File: src/rtl/mcd_pkg.sv
package mcd_pkg;

  typedef enum logic [2:0] {
    ST_IDLE,
    ST_DEC1,
    ST_DEC2,
    ST_CLAIM,
    ST_BUSY
  } phase_e;

  localparam logic [3:0] CMD_MEM_RD = 4'b0110;
  localparam logic [3:0] CMD_MEM_WR = 4'b0111;

  function automatic logic is_mem_cmd(input logic [3:0] cmd);
    return (cmd == CMD_MEM_RD) || (cmd == CMD_MEM_WR);
  endfunction

endpackage

File: src/rtl/mcd_addr_latch.sv
module mcd_addr_latch #(
  parameter int ADDR_W = 32,
  parameter int CBE_W  = 4
) (
  input  logic              clk,
  input  logic              rst_n,
  input  logic              cap,
  input  logic [ADDR_W-1:0] ad,
  input  logic [CBE_W-1:0]  cbe_n,
  input  logic              force_n,
  output logic [ADDR_W-1:0] addr_q,
  output logic [CBE_W-1:0]  cmd_q,
  output logic              forced_q
);

  always_ff @(posedge clk or negedge rst_n) begin
    if (!rst_n) begin
      addr_q   <= '0;
      cmd_q    <= '0;
      forced_q <= 1'b0;
    end else if (cap) begin
      addr_q   <= ad;
      cmd_q    <= cbe_n;
      forced_q <= ~force_n;
    end
  end

endmodule

File: src/rtl/mcd_window_decode.sv
module mcd_window_decode
  import mcd_pkg::*;
#(
  parameter int                ADDR_W   = 32,
  parameter int                CBE_W    = 4,
  parameter logic [ADDR_W-1:0] WIN_BASE = 32'h8000_0000,
  parameter logic [ADDR_W-1:0] WIN_MASK = 32'h8000_0000
) (
  input  logic              clk,
  input  logic              rst_n,
  input  logic              eval,
  input  logic [ADDR_W-1:0] addr_q,
  input  logic [CBE_W-1:0]  cmd_q,
  input  logic              forced_q,
  output logic              hit_q
);

  logic cmd_ok;
  logic in_win;
  logic hit_d;

  always_comb begin
    cmd_ok = is_mem_cmd(cmd_q);
    in_win = ((addr_q & WIN_MASK) == WIN_BASE);
    hit_d  = cmd_ok && (forced_q || in_win);
  end

  always_ff @(posedge clk or negedge rst_n) begin
    if (!rst_n)     hit_q <= 1'b0;
    else if (eval)  hit_q <= hit_d;
  end

endmodule

File: src/rtl/mcd_phase_fsm.sv
module mcd_phase_fsm
  import mcd_pkg::*;
(
  input  logic clk,
  input  logic rst_n,
  input  logic frame_n,
  input  logic irdy_n,
  input  logic hit_q,
  output logic cap,
  output logic eval,
  output logic devsel_n,
  output logic claim_stb
);

  phase_e state;
  logic   bus_idle;

  always_comb begin
    bus_idle = frame_n && irdy_n;
    cap      = (state == ST_IDLE) && !frame_n;
    eval     = (state == ST_DEC1);
  end

  always_ff @(posedge clk or negedge rst_n) begin
    if (!rst_n) begin
      state     <= ST_IDLE;
      devsel_n  <= 1'b1;
      claim_stb <= 1'b0;
    end else begin
      claim_stb <= 1'b0;
      unique case (state)
        ST_IDLE:  if (!frame_n) state <= ST_DEC1;
        ST_DEC1:  state <= bus_idle ? ST_IDLE : ST_DEC2;
        ST_DEC2: begin
          if (bus_idle) begin
            state <= ST_IDLE;
          end else if (hit_q) begin
            state     <= ST_CLAIM;
            devsel_n  <= 1'b0;
            claim_stb <= 1'b1;
          end else begin
            state <= ST_BUSY;
          end
        end
        ST_CLAIM: if (bus_idle) begin
          state    <= ST_IDLE;
          devsel_n <= 1'b1;
        end
        ST_BUSY:  if (bus_idle) state <= ST_IDLE;
        default:  state <= ST_IDLE;
      endcase
    end
  end

  assert_release_R7: assert property (@(posedge clk) disable iff (!rst_n)
    (!devsel_n && frame_n && irdy_n) |=> devsel_n);

  assert_strobe_pulse_R9: assert property (@(posedge clk) disable iff (!rst_n)
    claim_stb |=> !claim_stb);

  assert_strobe_devsel_R9: assert property (@(posedge clk) disable iff (!rst_n)
    claim_stb |-> !devsel_n);

endmodule

File: src/rtl/mcd_claim_top.sv
module mcd_claim_top
  import mcd_pkg::*;
#(
  parameter int                ADDR_W   = 32,
  parameter int                CBE_W    = 4,
  parameter logic [ADDR_W-1:0] WIN_BASE = 32'h8000_0000,
  parameter logic [ADDR_W-1:0] WIN_MASK = 32'h8000_0000
) (
  input  logic              clk,
  input  logic              rst_n,
  input  logic              frame_n,
  input  logic              irdy_n,
  input  logic [ADDR_W-1:0] ad,
  input  logic [CBE_W-1:0]  cbe_n,
  input  logic              legacy_force_n,
  output logic              devsel_n,
  output logic              claim_stb,
  output logic [ADDR_W-1:0] claim_addr,
  output logic              claim_write,
  output logic              claim_forced
);

  logic              cap;
  logic              eval;
  logic              hit_q;
  logic [ADDR_W-1:0] addr_q;
  logic [CBE_W-1:0]  cmd_q;
  logic              forced_q;

  mcd_phase_fsm u_fsm (
    .clk       (clk),
    .rst_n     (rst_n),
    .frame_n   (frame_n),
    .irdy_n    (irdy_n),
    .hit_q     (hit_q),
    .cap       (cap),
    .eval      (eval),
    .devsel_n  (devsel_n),
    .claim_stb (claim_stb)
  );

  mcd_addr_latch #(.ADDR_W(ADDR_W), .CBE_W(CBE_W)) u_latch (
    .clk      (clk),
    .rst_n    (rst_n),
    .cap      (cap),
    .ad       (ad),
    .cbe_n    (cbe_n),
    .force_n  (legacy_force_n),
    .addr_q   (addr_q),
    .cmd_q    (cmd_q),
    .forced_q (forced_q)
  );

  mcd_window_decode #(
    .ADDR_W(ADDR_W), .CBE_W(CBE_W), .WIN_BASE(WIN_BASE), .WIN_MASK(WIN_MASK)
  ) u_dec (
    .clk      (clk),
    .rst_n    (rst_n),
    .eval     (eval),
    .addr_q   (addr_q),
    .cmd_q    (cmd_q),
    .forced_q (forced_q),
    .hit_q    (hit_q)
  );

  assign claim_addr   = addr_q;
  assign claim_write  = cmd_q[0];
  assign claim_forced = forced_q;

  // Address phase is three sampled edges before the strobe is seen.
  assert_medium_decode_R6: assert property (@(posedge clk) disable iff (!rst_n)
    $fell(devsel_n) |-> ($past(frame_n, 3) == 1'b0));

  assert_cmd_gate_R5: assert property (@(posedge clk) disable iff (!rst_n)
    claim_stb |-> is_mem_cmd($past(cbe_n, 3)));

  assert_addr_capture_R9: assert property (@(posedge clk) disable iff (!rst_n)
    claim_stb |-> (claim_addr == $past(ad, 3)));

  assert_window_R3: assert property (@(posedge clk) disable iff (!rst_n)
    (claim_stb && $past(legacy_force_n, 3)) |-> ((claim_addr & WIN_MASK) == WIN_BASE));

endmodule

File: config.mk
export PLATFORM = sky130hd
export DESIGN_NAME = mcd_claim_top
export DESIGN_NICKNAME = d
export VERILOG_FILES = /design/src/rtl/mcd_pkg.sv /design/src/rtl/mcd_addr_latch.sv /design/src/rtl/mcd_window_decode.sv /design/src/rtl/mcd_phase_fsm.sv /design/src/rtl/mcd_claim_top.sv
export SDC_FILE = /design/constraint.sdc
export NUM_CORES = 1
export LEC_CHECK = 0
export BUFFER_PORTS_ARGS = -buffer_cell sky130_fd_sc_hd__buf_4
export CAP_MARGIN = 30
export CELL_PAD_IN_SITES_DETAIL_PLACEMENT = 1
export CELL_PAD_IN_SITES_GLOBAL_PLACEMENT = 1
export CORE_MARGIN = 3
export CORE_UTILIZATION = 34
export DETAILED_ROUTE_END_ITERATION = 10
export HOLD_SLACK_MARGIN = 0.02
export PLACE_DENSITY = 0.84
export SETUP_SLACK_MARGIN = 0.1
export SKIP_CTS_REPAIR_TIMING = 1
export SLEW_MARGIN = 20
export SYNTH_ARGS = -nofsm -noshare
export SYNTH_HDL_FRONTEND = slang
export SYNTH_HIERARCHICAL = 1
export SYNTH_SLANG_ARGS = --single-unit
File: constraint.sdc
create_clock -name clk -period 1.49 [get_ports clk]
set_input_delay 0.298 -clock clk [delete_from_list [all_inputs] [get_ports clk]]
set_output_delay 0.298 -clock clk [all_outputs]
set_load 0.1 [all_outputs]
==> results.txt, run 1 <==
The first global-routing pass estimated 6870 um of wire. The tool flagged a number of max-cap violations equal to 0. The pre-antenna-repair detailed-routing pass consisted of 4 iterations.

At the worst endpoint, the required time is 1670 ps. Cell type group with the largest total delay on the critical path: flip-flops. Synthesis instantiated 24 different standard cells from the library. For the number of DRC violations after detailed routing, the log shows 0. The flow ran to the end, but the final reports show violations.

The run gives 664 MHz as the top achievable clock speed. The global-route usage over all layers came out at 0.144. In this run the clock root is driven by a sky130_fd_sc_hd__clkbuf_8. At the pin with the least slew margin, the transition time is 552 ps.

The number of cells produced by synthesis is 111, and the number of design-rule violations left by the first detailed-router iteration is 32. The library cell used most frequently in the layout, excluding fill and tap cells, is sky130_fd_sc_hd__buf_4. On the final layout, the worst clock skew is 3.90 ps.

For this design the top-level I/O count stands at 77. The final hold slack was 187 ps. Along the worst path, the maximum fanout reaches 7. For the die outline area, the log shows 6350 um2. For the finished layout, the period the worst path requires is 1510 ps. A synthesized cell averages 16.6 um2. TritonCTS built the clock tree. 0 antenna diodes ended up in the layout.

The cell area after synthesis came out at 1850 um2. The nature of the critical path endpoint is a flop. For this run, the slowest stage of the critical path takes 410 ps. The share of cells above drive strength 1 was 0.682. Number of max-slew violations in the final report: 0.

The slowest stage of the critical path is the sky130_fd_sc_hd__dfrtp_1 cell. Count of endpoints failing hold in the final timing report: 0. The count of nets left with antenna violations once routing finished came out at 0. The tools report the placer congestion estimate as 0.695.

Counting every net in the synthesized netlist gives 152. The relative max-transition margin is 0.632. The Yosys step of the flow raised 6 warnings. The class of the worst hold path was in -> reg. The layout-stage area growth over the synthesis result is 46.6%.

Setup repair after global routing could not meet its margin everywhere. The synthesized design contains 43 register bits. The number of global-route vias before repair is 1,332.

Via density per instance: 4.62. The starting density of the core is 0.357. The floorplan die height came out at 79.7 um. Start-to-end type of the worst setup path: reg -> reg. The floorplan core area is 5170 um2. The H-tree depth was 2; the overall die width was 79.7 um.

Summed over all nets, the half-perimeter wirelength after detailed placement is 3160 um. The worst path setup slack after routing was -15.8 ps; the quantity of I/O buffers inserted on ports was 76. The share of the clock period used by the worst path is 1.01.

Leaving out fill and tap cells, the most frequent cells in the layout are sky130_fd_sc_hd__buf_4 (81), sky130_fd_sc_hd__dfrtp_1 (42), sky130_fd_sc_hd__mux2_4 (32). The routed wirelength normalized by instance count was 17.0 um; the final-stage net count was 241. For this block, the routed nets add up to 4600 um of wire. The run gives 0 as the initial antenna violation count.

The critical path goes through nor4_4 -> buf_4 -> buf_6 -> mux2_2. The number of buffers and inverters on the critical path is 2. Setup violations remaining at the end of the flow were counted as 7. The tools report the sequential element share of the synthesized area as 0.584. The number of vias in the routed layout was 1,253; the largest net degree at the start of global routing was 44. The initialized floorplan defines 26 standard-cell rows. The checks that failed: setup timing. STA classifies the critical path startpoint as a flop. The tools report the final global-route overflow total as 0. In this run the deepest clock path goes through 2 buffers.

At the worst endpoint, the arrival time is 1680 ps. Buffers inserted during clock tree synthesis total 5. For the clock latency on the worst-skew pair, the log shows 290 ps. The clock edge transition at the registers on the reported setup and hold paths came out at 80 ps.

The clock drives 43 sinks.
-- layer usage --
layer	wire length, um	track usage	up-vias
met1	1870	0.173	633
met2	2360	0.244	50
met4	51	0.0412	0
li1	-	-	566
met5	0	0	-
met3	315	0.0463	4
-- state kept, by name, summed over array words and instances (netlist names) --
name and flops:
u_dec/hit_q 1, u_fsm/claim_stb 1, u_fsm/devsel_n 1, u_fsm/state 3
u_latch/addr_q 32, u_latch/cmd_q 4, u_latch/forced_q 1
-- final timing paths --
kind | start | end | slack [ps] | cells after the start
worst max-delay path | u_fsm/state[0]$_DFFE_PN0P_ | u_latch/cmd_q[1]$_DFFE_PN0P_ | -20 | 4
worst min-delay path | legacy_force_n | u_latch/forced_q$_DFFE_PN0P_ | 190 | 2
worst min register to register | u_latch/cmd_q[3]$_DFFE_PN0P_ | u_latch/cmd_q[3]$_DFFE_PN0P_ | 510 | 1
max in group asynchronous | rst_n | u_latch/cmd_q[1]$_DFFE_PN0P_ | 580 | 2
worst max register to register | u_fsm/state[0]$_DFFE_PN0P_ | u_latch/cmd_q[1]$_DFFE_PN0P_ | -20 | 4
min in group asynchronous | rst_n | u_latch/addr_q[29]$_DFFE_PN0P_ | 530 | 2
-- synth_stat cells, drive strengths merged --
cell type,instances,area share
nand3b,1,0.0041
nand4b,2,0.0095
o311a,1,0.0054
dfstp,1,0.014
a21oi,3,0.0081
mux2,36,0.28
nand2,2,0.0041
o22ai,1,0.0034
nor4,2,0.0068
nor3,2,0.0081
nor2,1,0.0020
buf,7,0.054
nor3b,2,0.0081
inv,3,0.0061
nand3,1,0.0027
mux2i,1,0.0054
o21ai,2,0.0054
dfrtp,42,0.57
and2,1,0.0047
-- worst reg2reg max path, stage by stage, from the launching register on --
cell and delay, ps:
sky130_fd_sc_hd__dfrtp_1 410, sky130_fd_sc_hd__nor4_4 310, sky130_fd_sc_hd__buf_4 180, sky130_fd_sc_hd__buf_6 140, sky130_fd_sc_hd__mux2_2 350
-- through the flow --
step	utilization	setup slack, ps	TNS (ps)	area (um2)	instances
floorplan	-	-9.77	-278	1870	111
global placement	0.482	15.6	0	2490	258
detailed placement	0.482	-34.2	-270	2490	258
CTS	0.505	-39.9	-386	2610	266
global route	0.523	-58.3	-1000	2710	271
finish	0.523	-15.8	-51.5	2710	271
-- area by class of cell --
class,instances,area [um2]
clock buffers,6,82.6
clock inverters,2,35.0
fillers,526,2470
inverters,3,11.3
multi-input cells,58,684
flip-flops and latches,43,1080
well taps,70,87.6
repair buffers,89,728
-- cells by family after synthesis --
logic type | share of synthesized area
and+or+nand+nor | 0.0502
AOI/OAI and AO/OA | 0.0224
buffers and inverters | 0.0597
DFF | 0.584
muxes | 0.284
Power of run 1 is left out: the tool's default activity adds up to more than one toggle a clock period on the data nets, which glitch-free logic cannot reach.
==> run 2: changes to the inputs <==
==> constraint.sdc (replaced) <==
create_clock -name clk -period 1.49 [get_ports clk]
set_input_delay 0.0745 -clock clk [delete_from_list [all_inputs] [get_ports clk]]
set_output_delay 0.0745 -clock clk [all_outputs]
set_load 0.1 [all_outputs]
==> results.txt, run 2 (same netlist as run 1, synthesis figures left out) <==
The run finished, with violations left. The checks that failed: setup timing. The layer carrying the most global-route usage is met2.

The number of design-rule violations left by the first detailed-router iteration was 53; the maximum buffer depth of the clock tree was 2. Traced cell by cell, the critical path runs through nor4_4 -> buf_6 -> buf_12 -> mux2_4. The largest registers in the layout are u_latch/addr_q x32, u_latch/cmd_q x4, u_fsm/state x3.

Setup repair after global routing could not meet its margin everywhere. Transition time at the pin with the least slew margin: 547 ps. The register with the most flip-flops in the final layout is u_latch/addr_q. The critical path is of the reg -> reg type.

The largest fanout on the critical path is 10. The largest net degree at the start of global routing is 44, and the top achievable clock speed is 669 MHz. Fill cells in the final layout number 499. The global-route usage over all layers was 0.142; the H-tree depth was 2.

Most frequent standard cell in the layout excluding fill and tap cells: sky130_fd_sc_hd__buf_4. The nature of the critical path endpoint is a flop. Together, buffers and inverters on the worst path number 2. The floorplan has 26 rows. Share of cells above drive strength 1: 0.570. After detailed routing, the total wire length is 5300 um.

The smallest clock period supported by the final layout is computed as 1500 ps. For the starting density of the core, the log shows 0.357. Via density per instance: 4.52. The run gives 0 as the post-detailed-route count of antenna-violating nets. The cell at the slowest stage of the critical path is sky130_fd_sc_hd__dfrtp_1. In this run the vertical extent of the chip is 79.7 um. The met3 track utilization from global routing was 0.0451; the number of buffers created by CTS was 5. The number of global-route vias before repair is 1,299, and the quantity of I/O buffers inserted on ports is 76. For this run the aggregate overflow at the end of global routing stands at 0.

77 I/O pins were placed. After clock tree synthesis, the clock-pin slew on the worst setup and hold paths is 80 ps. The tools report the die outline area as 6350 um2. The worst hold path belongs to the class in -> reg. The area growth from synthesis to layout is 64.1%.

The tightest hold path in the finished design has a slack of 105 ps. Length of the first detailed-routing pass in iterations: 4. Arrival time of data at the critical path endpoint: 1680 ps. The core region is 5170 um2.

For the data required time at the worst endpoint, the log shows 1670 ps. Type of origin of the critical path: a flop. The tools report the count of endpoints failing hold in the final timing report as 0. After legalization and detailed placement, the total HPWL measured 3130 um.

The logs give 6820 um for the first-pass GRT wire length and 1080 um2 for the area taken by flip-flops and latches. The logs give 275 for the final-stage net count and 0.677 for the placer congestion estimate. After detailed routing, the number of remaining DRC violations is 0. The later pin in the worst-skew pair is clocked with a latency of 300 ps.

The register with the most flip-flops in the layout has 32 of them. Worst path setup slack after routing: -5.15 ps. The met1 usage was 0.176; the met2 routing resource usage after global routing was 0.228. The overall die width was 79.7 um. Dividing the detail-routed wire length by the instance count gives 17.4 um. For this run, the number of standard cells in the final layout without fillers is 305. Grouping stages by cell kind, the critical path spends the most delay in flip-flops. Across the run, the number of max-cap violations was 0. Before CTS, the worst setup slack after placement is -8.41 ps. The number of clock sinks is 43, and the number of vias in the routed layout is 1,379. In this run, placement finished with an instance count of 257. The logs give 0 for the number of max-slew violations in the final report and 0 for the initial antenna violation count. The repair_antennas step left the layout with diodes totalling 0. In the layout the commonest cells are sky130_fd_sc_hd__buf_4 (79), sky130_fd_sc_hd__dfrtp_1 (42), sky130_fd_sc_hd__dlygate4sd3_1 (38). The multi-input combinational cells in the finished layout cover a total of 704 um2.

Clock skew on the completed layout was measured at 4.93 ps. The logs give 1 for the number of setup violations in the final report and 0.635 for the relative max-transition margin. Root buffer selected by CTS: sky130_fd_sc_hd__clkbuf_8. The share of the clock period used by the worst path came out at 1.00. TritonCTS built the clock tree.

Largest stage delay on the critical path: 410 ps.
-- run 2: changes by cell type in the layout (fill, tap and decap cells not counted), moves of 2 or more --
cell,before,now
sky130_fd_sc_hd__mux2_2,4,0
sky130_fd_sc_hd__dlygate4sd3_1,1,38
sky130_fd_sc_hd__buf_4,81,79
sky130_fd_sc_hd__mux2_4,32,36
-- run 2: tightest hold or removal path, delay by kind of cell --
kind	cells	cell delay, ps
buf+inv	1	90
simple gates	2	210
-- run 2: per-stage QoR --
step,cell area (um2),TNS [ps],util
after floorplan,1870,-278,-
after global placement,2480,0,0.480
after detailed placement,2480,-21.8,0.480
after CTS,2570,-251,0.497
after global routing,3030,-1000,0.586
final,3030,-5.15,0.586
-- run 2: layer usage --
metal | share of wire | vias up | wire length, um
met2 | 0.53 | 49 | 2840
met5 | 0 | - | 0
li1 | - | 634 | -
met4 | 0.016 | 0 | 84
met1 | 0.39 | 689 | 2060
met3 | 0.061 | 7 | 323
-- run 2: cell type report --
type                    count  share of cell area
clock buffers               6              0.0240
well taps                  70              0.0289
multi-input cells          58               0.233
inverters                   3             0.00372
clock inverters             2             0.00413
repair buffers            123               0.351
flip-flops and latches     43               0.356
-- run 2: worst paths after layout --
check | start | endpoint | slack, ps | cells past startpoint
setup / recovery | u_fsm/state[0]$_DFFE_PN0P_ | u_latch/addr_q[17]$_DFFE_PN0P_ | -5 | 4
hold / removal | irdy_n | u_fsm/state[2]$_DFFE_PN0P_ | 110 | 3
setup reg to reg | u_fsm/state[0]$_DFFE_PN0P_ | u_latch/addr_q[17]$_DFFE_PN0P_ | -5 | 4
hold reg to reg | u_latch/cmd_q[3]$_DFFE_PN0P_ | u_latch/cmd_q[3]$_DFFE_PN0P_ | 510 | 1
max in group asynchronous | rst_n | u_latch/addr_q[17]$_DFFE_PN0P_ | 790 | 2
min in group asynchronous | rst_n | u_latch/cmd_q[1]$_DFFE_PN0P_ | 320 | 2
Power of run 2 is left out for the same reason.
